**src/rtl/ps2_regif_pkg.sv**
```systemverilog
// Package: field positions, register select codes and the control record
// shared by the PS/2 device register interface.
package ps2_regif_pkg;
    localparam int TX_IDX_W = 4;

    // control word fields
    localparam int CTL_EN    = 0;
    localparam int CTL_TXIE  = 1;
    localparam int CTL_RXIE  = 2;
    localparam int CTL_DEP_L = 3;
    localparam int CTL_ACK   = 7;
    localparam int CTL_CLR   = 8;
    localparam int CTL_OVR   = 9;
    localparam int CTL_FCLK  = 10;
    localparam int CTL_FDAT  = 11;

    // status word fields
    localparam int ST_CLK    = 0;
    localparam int ST_DAT    = 1;
    localparam int ST_FERR   = 2;
    localparam int ST_PAR    = 3;
    localparam int ST_RXB    = 4;
    localparam int ST_TXB    = 5;
    localparam int ST_OV     = 6;
    localparam int ST_EMPTY  = 7;
    localparam int ST_IDX_L  = 8;

    // interrupt flag word fields
    localparam int IF_RX     = 0;
    localparam int IF_TX     = 1;

    // order of flags inside the write-1-to-clear bank
    localparam int FL_RX     = 0;
    localparam int FL_TX     = 1;
    localparam int FL_FERR   = 2;
    localparam int FL_OV     = 3;
    localparam int FL_NUM    = 4;

    typedef enum logic [1:0] {
        SEL_CTRL  = 2'd0,
        SEL_STAT  = 2'd1,
        SEL_IFLAG = 2'd2,
        SEL_NONE  = 2'd3
    } reg_sel_e;

    typedef struct packed {
        logic                fdat;
        logic                fclk;
        logic                ovr;
        logic                ack;
        logic [TX_IDX_W-1:0] depth;
        logic                rxie;
        logic                txie;
        logic                en;
    } ctrl_t;
endpackage

```
**src/rtl/ps2_sync.sv**
```systemverilog
// Module: multi-stage synchronizer for asynchronous line levels.
// Assumes: each bit is independent; STAGES >= 2; reset value 0.
module ps2_sync #(
    parameter int WIDTH  = 2,
    parameter int STAGES = 2
) (
    input  logic             clk,
    input  logic             rst_n,
    input  logic [WIDTH-1:0] async_i,
    output logic [WIDTH-1:0] sync_o
);
    logic [STAGES-1:0][WIDTH-1:0] pipe_q;

    // shift the raw levels through the flop chain
    always_ff @(posedge clk) begin
        if (!rst_n) pipe_q <= '0;
        else        pipe_q <= {pipe_q[STAGES-2:0], async_i};
    end

    assign sync_o = pipe_q[STAGES-1];
endmodule

```
**src/rtl/ps2_w1c_flag.sv**
```systemverilog
// Module: bank of sticky event flags, set by hardware strobes and cleared
// by a software write of 1. Assumes: set has priority over clear.
module ps2_w1c_flag #(
    parameter int NUM = 4
) (
    input  logic           clk,
    input  logic           rst_n,
    input  logic [NUM-1:0] set_i,
    input  logic [NUM-1:0] clr_i,
    output logic [NUM-1:0] flag_o
);
    for (genvar gi = 0; gi < NUM; gi++) begin : g_flag
        logic flag_q;

        // hold the flag until a clearing write without a coincident event
        always_ff @(posedge clk) begin
            if (!rst_n)          flag_q <= 1'b0;
            else if (set_i[gi])  flag_q <= 1'b1;
            else if (clr_i[gi])  flag_q <= 1'b0;
        end

        assign flag_o[gi] = flag_q;

        p_set_wins_r4: assert property (@(posedge clk) disable iff (!rst_n)
            set_i[gi] |=> flag_o[gi]);
        p_w1c_clear_r4: assert property (@(posedge clk) disable iff (!rst_n)
            (clr_i[gi] && !set_i[gi]) |=> !flag_o[gi]);
        p_w1c_hold_r4: assert property (@(posedge clk) disable iff (!rst_n)
            (!clr_i[gi] && !set_i[gi]) |=> $stable(flag_o[gi]));
    end
endmodule

```
**src/rtl/ps2_tx_index.sv**
```systemverilog
// Module: transmit byte index and empty tracker. Counts bytes leaving the
// buffer against the programmed depth; clear aborts without touching data.
// Assumes: depth field holds (bytes - 1); clear has top priority.
module ps2_tx_index #(
    parameter int IDX_W = 4
) (
    input  logic             clk,
    input  logic             rst_n,
    input  logic             enable_i,
    input  logic [IDX_W-1:0] depth_i,
    input  logic             fill_i,
    input  logic             sent_i,
    input  logic             clr_i,
    output logic [IDX_W-1:0] idx_o,
    output logic             empty_o
);
    logic [IDX_W-1:0] idx_q;
    logic             empty_q;
    logic             last_byte;

    assign last_byte = (idx_q == depth_i);

    // advance the index, detect the terminal byte, honour abort and refill
    always_ff @(posedge clk) begin
        if (!rst_n) begin
            idx_q   <= '0;
            empty_q <= 1'b0;
        end else if (clr_i) begin
            idx_q   <= '0;
            empty_q <= 1'b1;
        end else begin
            if (sent_i && !empty_q) begin
                if (last_byte) begin
                    idx_q   <= '0;
                    empty_q <= 1'b1;
                end else begin
                    idx_q   <= idx_q + 1'b1;
                end
            end
            if (fill_i && enable_i) empty_q <= 1'b0;
        end
    end

    assign idx_o   = idx_q;
    assign empty_o = empty_q;

    p_clr_r6: assert property (@(posedge clk) disable iff (!rst_n)
        clr_i |=> (empty_o && idx_o == '0));
    p_ro_hold_r7: assert property (@(posedge clk) disable iff (!rst_n)
        (!fill_i && !sent_i && !clr_i) |=> ($stable(empty_o) && $stable(idx_o)));
    p_terminal_r8: assert property (@(posedge clk) disable iff (!rst_n)
        (sent_i && !clr_i && !fill_i && !empty_o && idx_o == depth_i) |=> (empty_o && idx_o == '0));
    p_fill_off_r11: assert property (@(posedge clk) disable iff (!rst_n)
        (fill_i && !enable_i && !clr_i && !sent_i) |=> $stable(empty_o));
endmodule

```
**src/rtl/ps2_line_mux.sv**
```systemverilog
// Module: selects the open-drain pull-down requests for the clock and
// data lines. Assumes: a driver value of 1 pulls the line low.
module ps2_line_mux (
    input  logic ovr_i,
    input  logic force_clk_i,
    input  logic force_dat_i,
    input  logic sm_clk_low_i,
    input  logic sm_dat_low_i,
    output logic clk_low_o,
    output logic dat_low_o
);
    // software-forced level wins over the engines while override is on
    always_comb begin
        if (ovr_i) begin
            clk_low_o = ~force_clk_i;
            dat_low_o = ~force_dat_i;
        end else begin
            clk_low_o = sm_clk_low_i;
            dat_low_o = sm_dat_low_i;
        end
    end
endmodule

```
**src/rtl/ps2dev_regif.sv**
```systemverilog
// Module: register and interrupt interface of a device-side PS/2
// controller. Holds control, status and interrupt-flag words, combines
// masked flags into one interrupt and arbitrates the line drivers.
// Assumes: single-cycle bus strobes, word-index addressing, registered
// read data one cycle after bus_rd.
module ps2dev_regif
    import ps2_regif_pkg::*;
#(
    parameter int DATA_W = 32,
    parameter int ADDR_W = 2
) (
    input  logic                clk,
    input  logic                rst_n,
    input  logic                bus_wr,
    input  logic                bus_rd,
    input  logic [ADDR_W-1:0]   bus_addr,
    input  logic [DATA_W-1:0]   bus_wdata,
    output logic [DATA_W-1:0]   bus_rdata,
    input  logic                ps2_clk_in,
    input  logic                ps2_dat_in,
    input  logic                sm_clk_low,
    input  logic                sm_dat_low,
    output logic                clk_drv_low,
    output logic                dat_drv_low,
    input  logic                rx_done,
    input  logic                rx_par,
    input  logic                rx_frame_err,
    input  logic                rx_busy,
    input  logic                tx_busy,
    input  logic                tx_fill,
    input  logic                tx_byte_sent,
    input  logic                tx_stop_done,
    output logic                ctl_enable,
    output logic                ctl_ack_strict,
    output logic [TX_IDX_W-1:0] ctl_depth,
    output logic                tx_fifo_clr,
    output logic [TX_IDX_W-1:0] tx_idx,
    output logic                tx_empty,
    output logic                clk_sync,
    output logic                dat_sync,
    output logic                irq
);
    localparam int SYNC_STAGES = 2;
    localparam int SEL_W       = 2;

    ctrl_t             ctrl_q;
    reg_sel_e          sel;
    logic              addr_ok;
    logic              wr_ctrl, wr_stat, wr_iflag;
    logic              clr_now;
    logic              fifo_clr_q;
    logic              par_q;
    logic [FL_NUM-1:0] fl_set, fl_clr, fl;
    logic [1:0]        lines_sync;
    logic [DATA_W-1:0] ctrl_word, stat_word, iflag_word, rd_mux;
    logic [DATA_W-1:0] rdata_q;

    // decode the word index into a register select
    always_comb begin
        addr_ok = ((bus_addr >> SEL_W) == '0);
        sel     = addr_ok ? reg_sel_e'(bus_addr[SEL_W-1:0]) : SEL_NONE;
    end

    assign wr_ctrl  = bus_wr && (sel == SEL_CTRL);
    assign wr_stat  = bus_wr && (sel == SEL_STAT);
    assign wr_iflag = bus_wr && (sel == SEL_IFLAG);
    assign clr_now  = wr_ctrl && bus_wdata[CTL_CLR];

    // load the control fields; the clear bit is not stored
    always_ff @(posedge clk) begin
        if (!rst_n) begin
            ctrl_q <= '0;
        end else if (wr_ctrl) begin
            ctrl_q.en    <= bus_wdata[CTL_EN];
            ctrl_q.txie  <= bus_wdata[CTL_TXIE];
            ctrl_q.rxie  <= bus_wdata[CTL_RXIE];
            ctrl_q.depth <= bus_wdata[CTL_DEP_L +: TX_IDX_W];
            ctrl_q.ack   <= bus_wdata[CTL_ACK];
            ctrl_q.ovr   <= bus_wdata[CTL_OVR];
            ctrl_q.fclk  <= bus_wdata[CTL_FCLK];
            ctrl_q.fdat  <= bus_wdata[CTL_FDAT];
        end
    end

    // produce the one-cycle abort strobe for the transmitter
    always_ff @(posedge clk) begin
        if (!rst_n) fifo_clr_q <= 1'b0;
        else        fifo_clr_q <= clr_now;
    end

    // capture the parity of each received byte
    always_ff @(posedge clk) begin
        if (!rst_n)       par_q <= 1'b0;
        else if (rx_done) par_q <= rx_par;
    end

    // route engine events and software clears into the flag bank
    always_comb begin
        fl_set          = '0;
        fl_set[FL_RX]   = rx_done;
        fl_set[FL_TX]   = tx_stop_done;
        fl_set[FL_FERR] = rx_frame_err;
        fl_set[FL_OV]   = rx_done && fl[FL_RX];
        fl_clr          = '0;
        fl_clr[FL_RX]   = wr_iflag && bus_wdata[IF_RX];
        fl_clr[FL_TX]   = wr_iflag && bus_wdata[IF_TX];
        fl_clr[FL_FERR] = wr_stat  && bus_wdata[ST_FERR];
        fl_clr[FL_OV]   = wr_stat  && bus_wdata[ST_OV];
    end

    ps2_w1c_flag #(.NUM(FL_NUM)) u_flags (
        .clk    (clk),
        .rst_n  (rst_n),
        .set_i  (fl_set),
        .clr_i  (fl_clr),
        .flag_o (fl)
    );

    ps2_sync #(.WIDTH(2), .STAGES(SYNC_STAGES)) u_sync (
        .clk     (clk),
        .rst_n   (rst_n),
        .async_i ({ps2_dat_in, ps2_clk_in}),
        .sync_o  (lines_sync)
    );

    ps2_tx_index #(.IDX_W(TX_IDX_W)) u_txidx (
        .clk      (clk),
        .rst_n    (rst_n),
        .enable_i (ctrl_q.en),
        .depth_i  (ctrl_q.depth),
        .fill_i   (tx_fill),
        .sent_i   (tx_byte_sent),
        .clr_i    (clr_now),
        .idx_o    (tx_idx),
        .empty_o  (tx_empty)
    );

    ps2_line_mux u_lines (
        .ovr_i        (ctrl_q.ovr),
        .force_clk_i  (ctrl_q.fclk),
        .force_dat_i  (ctrl_q.fdat),
        .sm_clk_low_i (sm_clk_low),
        .sm_dat_low_i (sm_dat_low),
        .clk_low_o    (clk_drv_low),
        .dat_low_o    (dat_drv_low)
    );

    // assemble the three readable words
    always_comb begin
        ctrl_word                        = '0;
        ctrl_word[CTL_EN]                = ctrl_q.en;
        ctrl_word[CTL_TXIE]              = ctrl_q.txie;
        ctrl_word[CTL_RXIE]              = ctrl_q.rxie;
        ctrl_word[CTL_DEP_L +: TX_IDX_W] = ctrl_q.depth;
        ctrl_word[CTL_ACK]               = ctrl_q.ack;
        ctrl_word[CTL_OVR]               = ctrl_q.ovr;
        ctrl_word[CTL_FCLK]              = ctrl_q.fclk;
        ctrl_word[CTL_FDAT]              = ctrl_q.fdat;

        stat_word                        = '0;
        stat_word[ST_CLK]                = lines_sync[0];
        stat_word[ST_DAT]                = lines_sync[1];
        stat_word[ST_FERR]               = fl[FL_FERR];
        stat_word[ST_PAR]                = par_q;
        stat_word[ST_RXB]                = rx_busy;
        stat_word[ST_TXB]                = tx_busy;
        stat_word[ST_OV]                 = fl[FL_OV];
        stat_word[ST_EMPTY]              = tx_empty;
        stat_word[ST_IDX_L +: TX_IDX_W]  = tx_idx;

        iflag_word                       = '0;
        iflag_word[IF_RX]                = fl[FL_RX];
        iflag_word[IF_TX]                = fl[FL_TX];
    end

    // pick the selected word for the read port
    always_comb begin
        case (sel)
            SEL_CTRL:  rd_mux = ctrl_word;
            SEL_STAT:  rd_mux = stat_word;
            SEL_IFLAG: rd_mux = iflag_word;
            default:   rd_mux = '0;
        endcase
    end

    // register read data on each read strobe
    always_ff @(posedge clk) begin
        if (!rst_n)      rdata_q <= '0;
        else if (bus_rd) rdata_q <= rd_mux;
    end

    assign bus_rdata      = rdata_q;
    assign tx_fifo_clr    = fifo_clr_q;
    assign ctl_enable     = ctrl_q.en;
    assign ctl_ack_strict = ctrl_q.ack;
    assign ctl_depth      = ctrl_q.depth;
    assign clk_sync       = lines_sync[0];
    assign dat_sync       = lines_sync[1];
    assign irq            = (fl[FL_RX] && ctrl_q.rxie) || (fl[FL_TX] && ctrl_q.txie);

    p_clr_reads0_r2: assert property (@(posedge clk) disable iff (!rst_n)
        (bus_rd && bus_addr == ADDR_W'(0)) |=> !bus_rdata[CTL_CLR]);
    p_ovr_force_r3: assert property (@(posedge clk) disable iff (!rst_n)
        (wr_ctrl && bus_wdata[CTL_OVR]) |=> (clk_drv_low == !$past(bus_wdata[CTL_FCLK])
                                          && dat_drv_low == !$past(bus_wdata[CTL_FDAT])));
    p_irq_cause_r5: assert property (@(posedge clk) disable iff (!rst_n)
        $rose(irq) |-> ($past(rx_done) || $past(tx_stop_done) || $past(wr_ctrl)));
    p_clr_strobe_r6: assert property (@(posedge clk) disable iff (!rst_n)
        clr_now |=> tx_fifo_clr);
    p_ov_set_r9: assert property (@(posedge clk) disable iff (!rst_n)
        (rx_done && iflag_word[IF_RX]) |=> stat_word[ST_OV]);
    p_rd_hold_r12: assert property (@(posedge clk) disable iff (!rst_n)
        !bus_rd |=> $stable(bus_rdata));
endmodule

```
**config.mk**
```make
export PLATFORM = sky130hd
export DESIGN_NAME = ps2dev_regif
export DESIGN_NICKNAME = d
export VERILOG_FILES = /design/src/rtl/ps2_regif_pkg.sv /design/src/rtl/ps2_sync.sv /design/src/rtl/ps2_w1c_flag.sv /design/src/rtl/ps2_tx_index.sv /design/src/rtl/ps2_line_mux.sv /design/src/rtl/ps2dev_regif.sv
export SDC_FILE = /design/constraint.sdc
export NUM_CORES = 1
export LEC_CHECK = 0
export CAP_MARGIN = 20
export CORE_UTILIZATION = 39
export CTS_BUF_LIST = sky130_fd_sc_hd__clkbuf_4
export DETAILED_ROUTE_END_ITERATION = 12
export PLACE_DENSITY = 0.88
export SYNTH_ARGS = -nofsm -noshare
export SYNTH_HDL_FRONTEND = slang
export SYNTH_HIERARCHICAL = 1
export SYNTH_SLANG_ARGS = --single-unit
export TNS_END_PERCENT = 10
```
**constraint.sdc**
```tcl
create_clock -name clk -period 1.95 [get_ports clk]
set_input_delay 0.39 -clock clk [delete_from_list [all_inputs] [get_ports clk]]
set_output_delay 0.39 -clock clk [all_outputs]
set_load 0.05 [all_outputs]
```
==> impl_summary.md, run 1 <==
Run status
The flow ran to the end, and the final reports show no timing, DRC or antenna violations.

Critical path
The launch point of the worst reg-to-reg path is u_txidx/idx_o[0]. The endpoint of the worst setup timing path is bus_rdata[5]. For this run, the slowest stage of the critical path takes about 0.8 ns. The worst register-to-register path ends at u_txidx/idx_o[0]. The worst reg-to-reg setup slack is between 0.5 and 0.6 ns.

STA puts the critical path data required time at about 1.6 ns. The setup path with the least slack is of type flip-flop to output port. The cell type group with the largest total delay on the critical path is buffers and inverters. The number of buffers and inverters on the critical path is 1. The critical path goes through clkdlybuf4s50_1. Of all nets on the critical path, the largest fanout is 2. The largest individual stage delay along the critical path comes from the cell clkdlybuf4s50_1. The worst setup path is launched from a flip-flop. The signal arrival time at the worst endpoint is around 1.5 ns. The depth of the worst register-to-register path is 4. The capturing element type of the critical path is an output port.

In this run the number of cells on the critical path is 1. The launching element of the worst setup path is bus_rdata[5].

Timing
The count of final setup violators is 0. In the post-route analysis, the smallest setup slack over all paths is between 0.07 and 0.08 ns. The worst path uses about 96% of the clock period.

Setup repair after global routing left no endpoint under its margin. The max-slew violation count came to 0. The count of final hold-check violations was 0. The smallest clock period supported by the final layout is computed as roughly 1.9 ns. At the pin with the least slew margin, the transition time is 0.670 ns.

Summed over all failing endpoints, the final setup total negative slack is 0 ns. Measured against its own limit, the worst slew margin works out to between 50 and 60%. Across the routed clock network, the largest skew measured is between 0.015 and 0.02 ns.

The maximum operating frequency is about 0.53 GHz.

Place
Port buffering added between 50 and 60 buffers. The pre-CTS setup slack is ~0.076 ns. After legalization and detailed placement, the total HPWL measured 2990 um. The total instance count after detailed placement is slightly above 300.

The congestion estimate from routability-driven global placement came to around 0.83.

Clock network
The clock tree root buffer cell is clkbuf_4. The number of buffers added by the clock tree synthesis step is 5. The CTS tree is built. The H-tree was split into 2 levels. For the worst-skew pair, the clock arrives at the later sink with an insertion delay of 0.34 ns. Clock-pin slew was measured on the worst setup and hold paths at 0.13 ns. The TritonCTS sink count is 38.

The post-cts hold buffer count is 0. In this run the deepest clock path goes through 2 buffers.

Yosys
Synthesis handed over a netlist of ~200 instances. The most used flip-flop cell after synthesis is dfxtp_1. The commonest cells after synthesis are dfxtp_1, buf_4, mux2i_1. The post-synthesis sequential element count is 38. Ranked by total cell area, the synthesized netlist is headed by dfxtp_1, mux2i_1, buf_4. The biggest area contributor in the post-synthesis netlist is dfxtp_1. The sequential share of the synthesized area is about two fifths.

The synthesized design contains 0 enable-type register cells. Yosys printed 6 warnings. A synthesized cell averages around 10 um^2. The leading cell type by number of instances after synthesis is dfxtp_1.

In this run the biggest area consumer among cell types represents between 30% and 40% of the synthesized area. The cell area that synthesis handed to floorplanning was ~0.0019 mm^2. The netlist uses 35 different library cells.

The share of synthesized flip-flops with an asynchronous set or reset is 0%.

Finish
The antenna diode instance count is 0. After the flow finishes, the layout carries non-filler instances totaling around 320. The fraction of final layout cells sized beyond drive strength 1 is 14.7%. The final layout contains between 300 and 400 nets. The layout-stage area growth over the synthesis result is 33.6%. The share of the core filled with cells in the final layout is 54.3%.

Floorplanning
The floorplan step set the die height to about 70 um. The total I/O pin count is between 90 and 100. The full die area is ~0.0052 mm^2. In this run the horizontal extent of the chip is ~72 um.

The initial utilization of the core area, before any placement, comes to between 40% and 50%. The placeable core region is 0.00472 mm^2. The placement row count is 25.

Power and ir drop
The analysis attributes to cell leakage a power of 1.17 nW. Power comes to between 0.0015 and 0.002 W. The worst voltage drop across the vdd grid is between 0.4 and 0.5 mV. The total power divided by cell area is approximately 760 mW/mm^2.

Routing
The via count of the routed design is between 1000 and 1500. The number of remaining DRC errors is 0. The detailed router's first-iteration violation count is 33. The first detailed-routing pass took 4 iterations. The routed wire length is 3880 um. The post-detailed-route via-to-cell ratio is between 4 and 5. The mean routed wirelength per cell is approximately 12 um. In this run the remaining antenna-violating nets after routing total 0.

Global routing
The number of antenna violations at the first check in global routing is 0. The via count of the first global-routing pass is 1386. After global routing the overflow that remains totals 0. The first-pass GRT wire length is 6360 um. The global-route usage over all layers is between 15 and 20%. Entering global routing, the biggest net connects 29 pins.

Worst hold path
The path category of the worst min-delay check is flip-flop to flip-flop.

Flow run
The tool flagged a number of max-cap violations equal to 0.
-- state kept, by name (all words and copies together), names as in the netlist --
name                   flops
bus_rdata                 12
ctl_ack_strict             1
ctl_depth                  4
ctl_enable                 1
ctrl_q                     5
par_q                      1
tx_fifo_clr                1
u_flags/g_flag.flag_q      4
u_sync/pipe_q              2
u_sync/sync_o              2
u_txidx/empty_o            1
u_txidx/idx_o              4
-- layout by cell type (no fill, tap or decap), types with 2 or more instances in the layout --
master,instances
clkbuf_4,5
buf_12,3
or2_2,2
and2_1,6
xor2_1,2
bufinv_16,2
o21ai_0,13
and3_1,5
nor2_1,2
dfxtp_1,38
xnor2_1,3
a21oi_1,6
nor2b_1,18
dlymetal6s2s_1,7
clkdlybuf4s50_1,38
conb_1,20
inv_1,4
buf_4,16
nor2b_4,4
o21a_1,4
mux2i_1,25
nand2_1,13
-- metal layers --
| layer | GRT usage, % | wire (um) | up-vias |
|---|---|---|---|
| met5 | 0 | 0 | - |
| met4 | 4.58 | 51 | 0 |
| met3 | 4.86 | 197 | 6 |
| met2 | 26.5 | 1850 | 48 |
| met1 | 19.5 | 1780 | 665 |
| li1 | - | - | 715 |
-- logic make-up (layout without fill, tap and decap cells) --
kind of cell | count (synthesis) | after routing | share of synthesized area, %
adders and majority gates | 1 | 1 | 0.652
buffers and inverters | 39 | 76 | 14.5
muxes | 25 | 25 | 13.0
other | 1 | 20 | 0.195
AOI/OAI and AO/OA | 28 | 28 | 9.78
and+or+nand+nor | 57 | 57 | 19.0
xor gates and xnor gates | 6 | 6 | 3.13
DFF | 38 | 38 | 39.6
-- worst min path at each step --
stage,startpoint,to,slack (ns),cells after the start
2_1_floorplan,u_sync/pipe_q[0],u_sync/sync_o[0],0.41,1
3_3_place_gp,u_sync/pipe_q[0],u_sync/sync_o[0],0.41,1
3_5_place_dp,u_sync/pipe_q[1],u_sync/sync_o[1],0.42,1
4_1_cts,u_sync/pipe_q[1],u_sync/sync_o[1],0.45,1
5_1_grt,u_sync/pipe_q[1],u_sync/sync_o[1],0.48,1
6_report,u_sync/pipe_q[1],u_sync/sync_o[1],0.45,1
-- power breakdown --
part	switching (W)	total (W)	internal (W)	leakage (nW)
Combinational	0.000263	0.000433	0.000169	0.800
Sequential	0.0000314	0.000840	0.000809	0.310
Clock	0.000263	0.000665	0.000401	0.0554
Total	0.000558	0.00194	0.00138	1.17
-- through the flow --
step / hold slack (ns) / area [um^2]
6_report: 0.447 / 2560
5_1_grt: 0.480 / 2560
4_1_cts: 0.449 / 2550
3_5_place_dp: 0.421 / 2440
3_3_place_gp: 0.413 / 2440
2_1_floorplan: 0.412 / 1990
-- what timing repair did --
action,CTS,global route
setup buffers,0,0
gates resized for setup,0,7
setup endpoints to repair,0,7
-- area by class of cell --
type | instances | area [um^2]
clock buffer | 5 | 37.5
timing repair buffer | 64 | 648
fill | 432 | 2160
clock inverter | 3 | 68.8
tap | 67 | 83.8
inverter | 4 | 15.0
sequential | 38 | 761
multi-input combinational | 137 | 951
Note: power is estimated with default switching activity, not from simulation.
==> run 2, diff against run 1 <==
- DONT_BUFFER_PORTS: default -> 1
- PLACE_DENSITY: 0.88 -> 0.62
==> run 2 against run 1 <==
Effect of this change: global-route usage fell by 1.0 points; die area did not move; final area is 22% lower; core utilization down 12 points; critical path depth unchanged; setup slack better by 0.28 ns; non-clock buffer count fell by 48; largest power group unchanged; sequential power increased by 2%.
==> impl_summary.md, run 2 (synthesis results as in run 1) <==
Critical path
The critical path class is flip-flop to output port (unchanged). The type of origin of the critical path is a flip-flop (unchanged). The cell type group with the largest total delay on the critical path is compound AO/OA/AOI/OAI gates (was buffers and inverters).

Cell-by-cell trace of the critical path: a22o_1 (was clkdlybuf4s50_1). The critical-path cell with the highest stage delay is a22o_1 (was clkdlybuf4s50_1). The signal arrival time at the worst endpoint is 1.21 ns (was 1.49 ns). The capturing element type of the critical path is an output port (unchanged). The number of buffers and inverters on the critical path came to 0 (was 1).

The largest fanout on the critical path is 4 (was 2). The stage delay of the slowest cell on the critical path is 0.47 ns (was 0.80 ns). The required time of the critical path is 1.56 ns (about the same).

Timing
The setup slack after layout is 0.350 ns (was 0.0736 ns). The max-slew violation count is 0 (unchanged). The count of final setup violators is 0 (unchanged). The actual transition at the worst max-transition pin came to 0.529 ns (was 0.670 ns). RSZ-0062 raised after global routing: false (unchanged). The maximum operating frequency is 0.625 GHz (was 0.533 GHz). The final period demand of the worst path is 1.60 ns (was 1.88 ns). The normalized max-slew margin is 64.7% (was 55.2%). The count of final hold-check violations was 0 (unchanged). The summed negative setup slack over all endpoints is 0 ns (unchanged).

The portion of the clock cycle consumed by the worst path in the final layout came to 82.0% (was 96.2%). The worst clock skew is 0.00924 ns (was 0.0151 ns).

Finish
Commonest non-fill, non-tap cells in the layout: dfxtp_1, mux2i_1, conb_1 (was dfxtp_1, clkdlybuf4s50_1, mux2i_1). The number of nets in the final layout is 253 (was 301). The antenna diode instance count is 0 (unchanged). The layout-stage area growth over the synthesis result came to 3.65% (was 33.6%).

The commonest non-fill, non-tap cell in the layout is dfxtp_1. The number of flip-flops under the largest register name is 12 (unchanged). The area of combinational cells with multiple inputs was 951 um^2 (unchanged).

The share of the core filled with cells in the final layout was 42.1% (was 54.3%). The fraction of final layout cells sized beyond drive strength 1 is 16.7% (was 14.7%). The flip-flop and latch area was 761 um^2 (unchanged).

The final instance area is 0.00199 mm^2 (was 0.00256 mm^2). The count of filler cells inserted in the layout is 483 (was 432).

Power and ir drop
The switching power share of the total is 32.9% (was 28.8%). The relative contribution of sequential cells to total power is 54.3% (was 43.4%). The clock network power share is 26.3% (was 34.3%). The relative contribution of combinational cells to total power came to 19.4% (was 22.3%). The cell-internal power is 0.00106 W (was 0.00138 W).

The overall power of the completed layout is 0.00158 W (was 0.00194 W). The total power divided by cell area is 792 mW/mm^2 (was 755 mW/mm^2). The leakage power is 0.822 nW (was 1.17 nW). The worst voltage drop across the vdd grid was 0.389 mV (was 0.444 mV). The net switching power came to 0.000518 W (was 0.000558 W).

Place
The pre-CTS setup slack was 0.666 ns (was 0.0760 ns). The weighted congestion at the end of routability-driven global placement came to 0.812 (was 0.825). The placed wire-length estimate came to 2810 um (was 2990 um). The cell area after placement was 0.00193 mm^2 (was 0.00244 mm^2). The number of buffer cells added on primary ports was 0 (was 58).

Routing
The number of routed nets with antenna violations was 0 (unchanged). The routed wire length was 3680 um (was 3880 um). The post-detailed-route via-to-cell ratio is 4.59 (was 4.51). The via count of the routed design is 1239 (was 1434). The mean routed wirelength per cell is 13.6 um (was 12.2 um). The number of remaining DRC errors came to 0 (unchanged).

The number of optimization iterations in the first detailed-route pass is 4 (unchanged). The detailed router's first-iteration violation count is 64 (was 33).

Clock network
The number of setup buffers added after CTS is 0 (unchanged). The number of buffers added by the clock tree synthesis step came to 5 (unchanged). The count of instances resized after the clock tree is built came to 0 (unchanged). The clock tree root buffer cell is clkbuf_4 (unchanged). The latest clock arrival within the worst-skew pair is 0.33 ns (was 0.34 ns). The maximum number of buffers from clock root to sink is 2 (unchanged). The deepest level of the CTS H-tree is 2 (unchanged). The CTS tree is built (unchanged). The post-cts hold buffer count is 0 (unchanged). The clock input transition at the sequential cells of the worst setup and hold paths is 0.12 ns (was 0.13 ns). The TritonCTS sink count came to 38 (unchanged).

Floorplanning
The placement row count is 25 (unchanged). The placeable core region is 0.00472 mm^2 (unchanged). The total I/O pin count is 99 (unchanged). The full die area is 0.00521 mm^2 (unchanged). The y dimension of the die is 72.2 um (unchanged). The effective utilization at floorplan is 40.6% (unchanged). The floorplan die width is 72.2 um (unchanged).

Run status
Result of the run: finished clean (unchanged).

Worst hold path
The path category of the worst min-delay check is input port to flip-flop (was flip-flop to flip-flop).

Global routing
The first-pass GRT wire length is 5700 um (was 6360 um). The total grt overflow is 0 (unchanged). The via count of the first global-routing pass is 1121 (was 1386).

The global-route usage over all layers is 14.7% (was 15.8%). The pin count of the biggest net entering global routing came to 30 (was 29). The number of antenna violations at the first check in global routing is 0 (unchanged).

Flow run
The count of max-cap constraint violations is 0 (unchanged).
run 2: area by class of cell:
class,count,share of cell area (%)
clock inverter,2,0.692
clock buffer,6,2.26
tap,67,4.21
multi-input combinational,137,47.8
sequential,38,38.2
inverter,4,0.755
timing repair buffer,16,6.04
run 2: worst paths after layout:
kind,startpoint,to,slack (ns),depth (start not counted)
hold / removal,rst_n,u_flags/g_flag[1].flag_q,0.16,1
setup / recovery,u_flags/g_flag[0].flag_q,irq,0.35,1
hold reg to reg,u_sync/pipe_q[1],u_sync/sync_o[1],0.45,1
setup reg to reg,u_txidx/idx_o[3],u_txidx/idx_o[0],0.64,4
run 2: metal layers:
metal | global-route usage [%] | vias up | wire, um
li1 | - | 620 | -
met1 | 19.4 | 559 | 1600
met3 | 6.39 | 2 | 391
met2 | 21.2 | 58 | 1660
met4 | 5.88 | 0 | 25
met5 | 0 | - | 0
run 2: worst reg2reg max path: stages (launching register included):
cell	delay (ns)
dfxtp_1	0.35
xnor2_1	0.25
nand3_2	0.16
o311ai_4	0.35
nor2_1	0.08
run 2: power groups by stage:
stage          logic (W)  registers [W]  clock network (W)
6_report        0.000306       0.000855           0.000415
3_5_place_dp    0.000307       0.000874                  0
5_1_grt         0.000327       0.000860           0.000479
2_1_floorplan   0.000286       0.000900                  0
3_3_place_gp    0.000305       0.000873                  0
4_1_cts         0.000307       0.000856           0.000438
run 2: metrics by stage:
step | std cells | hold WS [ns]
6_report | 270 | 0.163
5_1_grt | 270 | 0.129
4_1_cts | 270 | 0.139
3_5_place_dp | 262 | 0.422
3_3_place_gp | 262 | 0.414
2_1_floorplan | 214 | 0.412
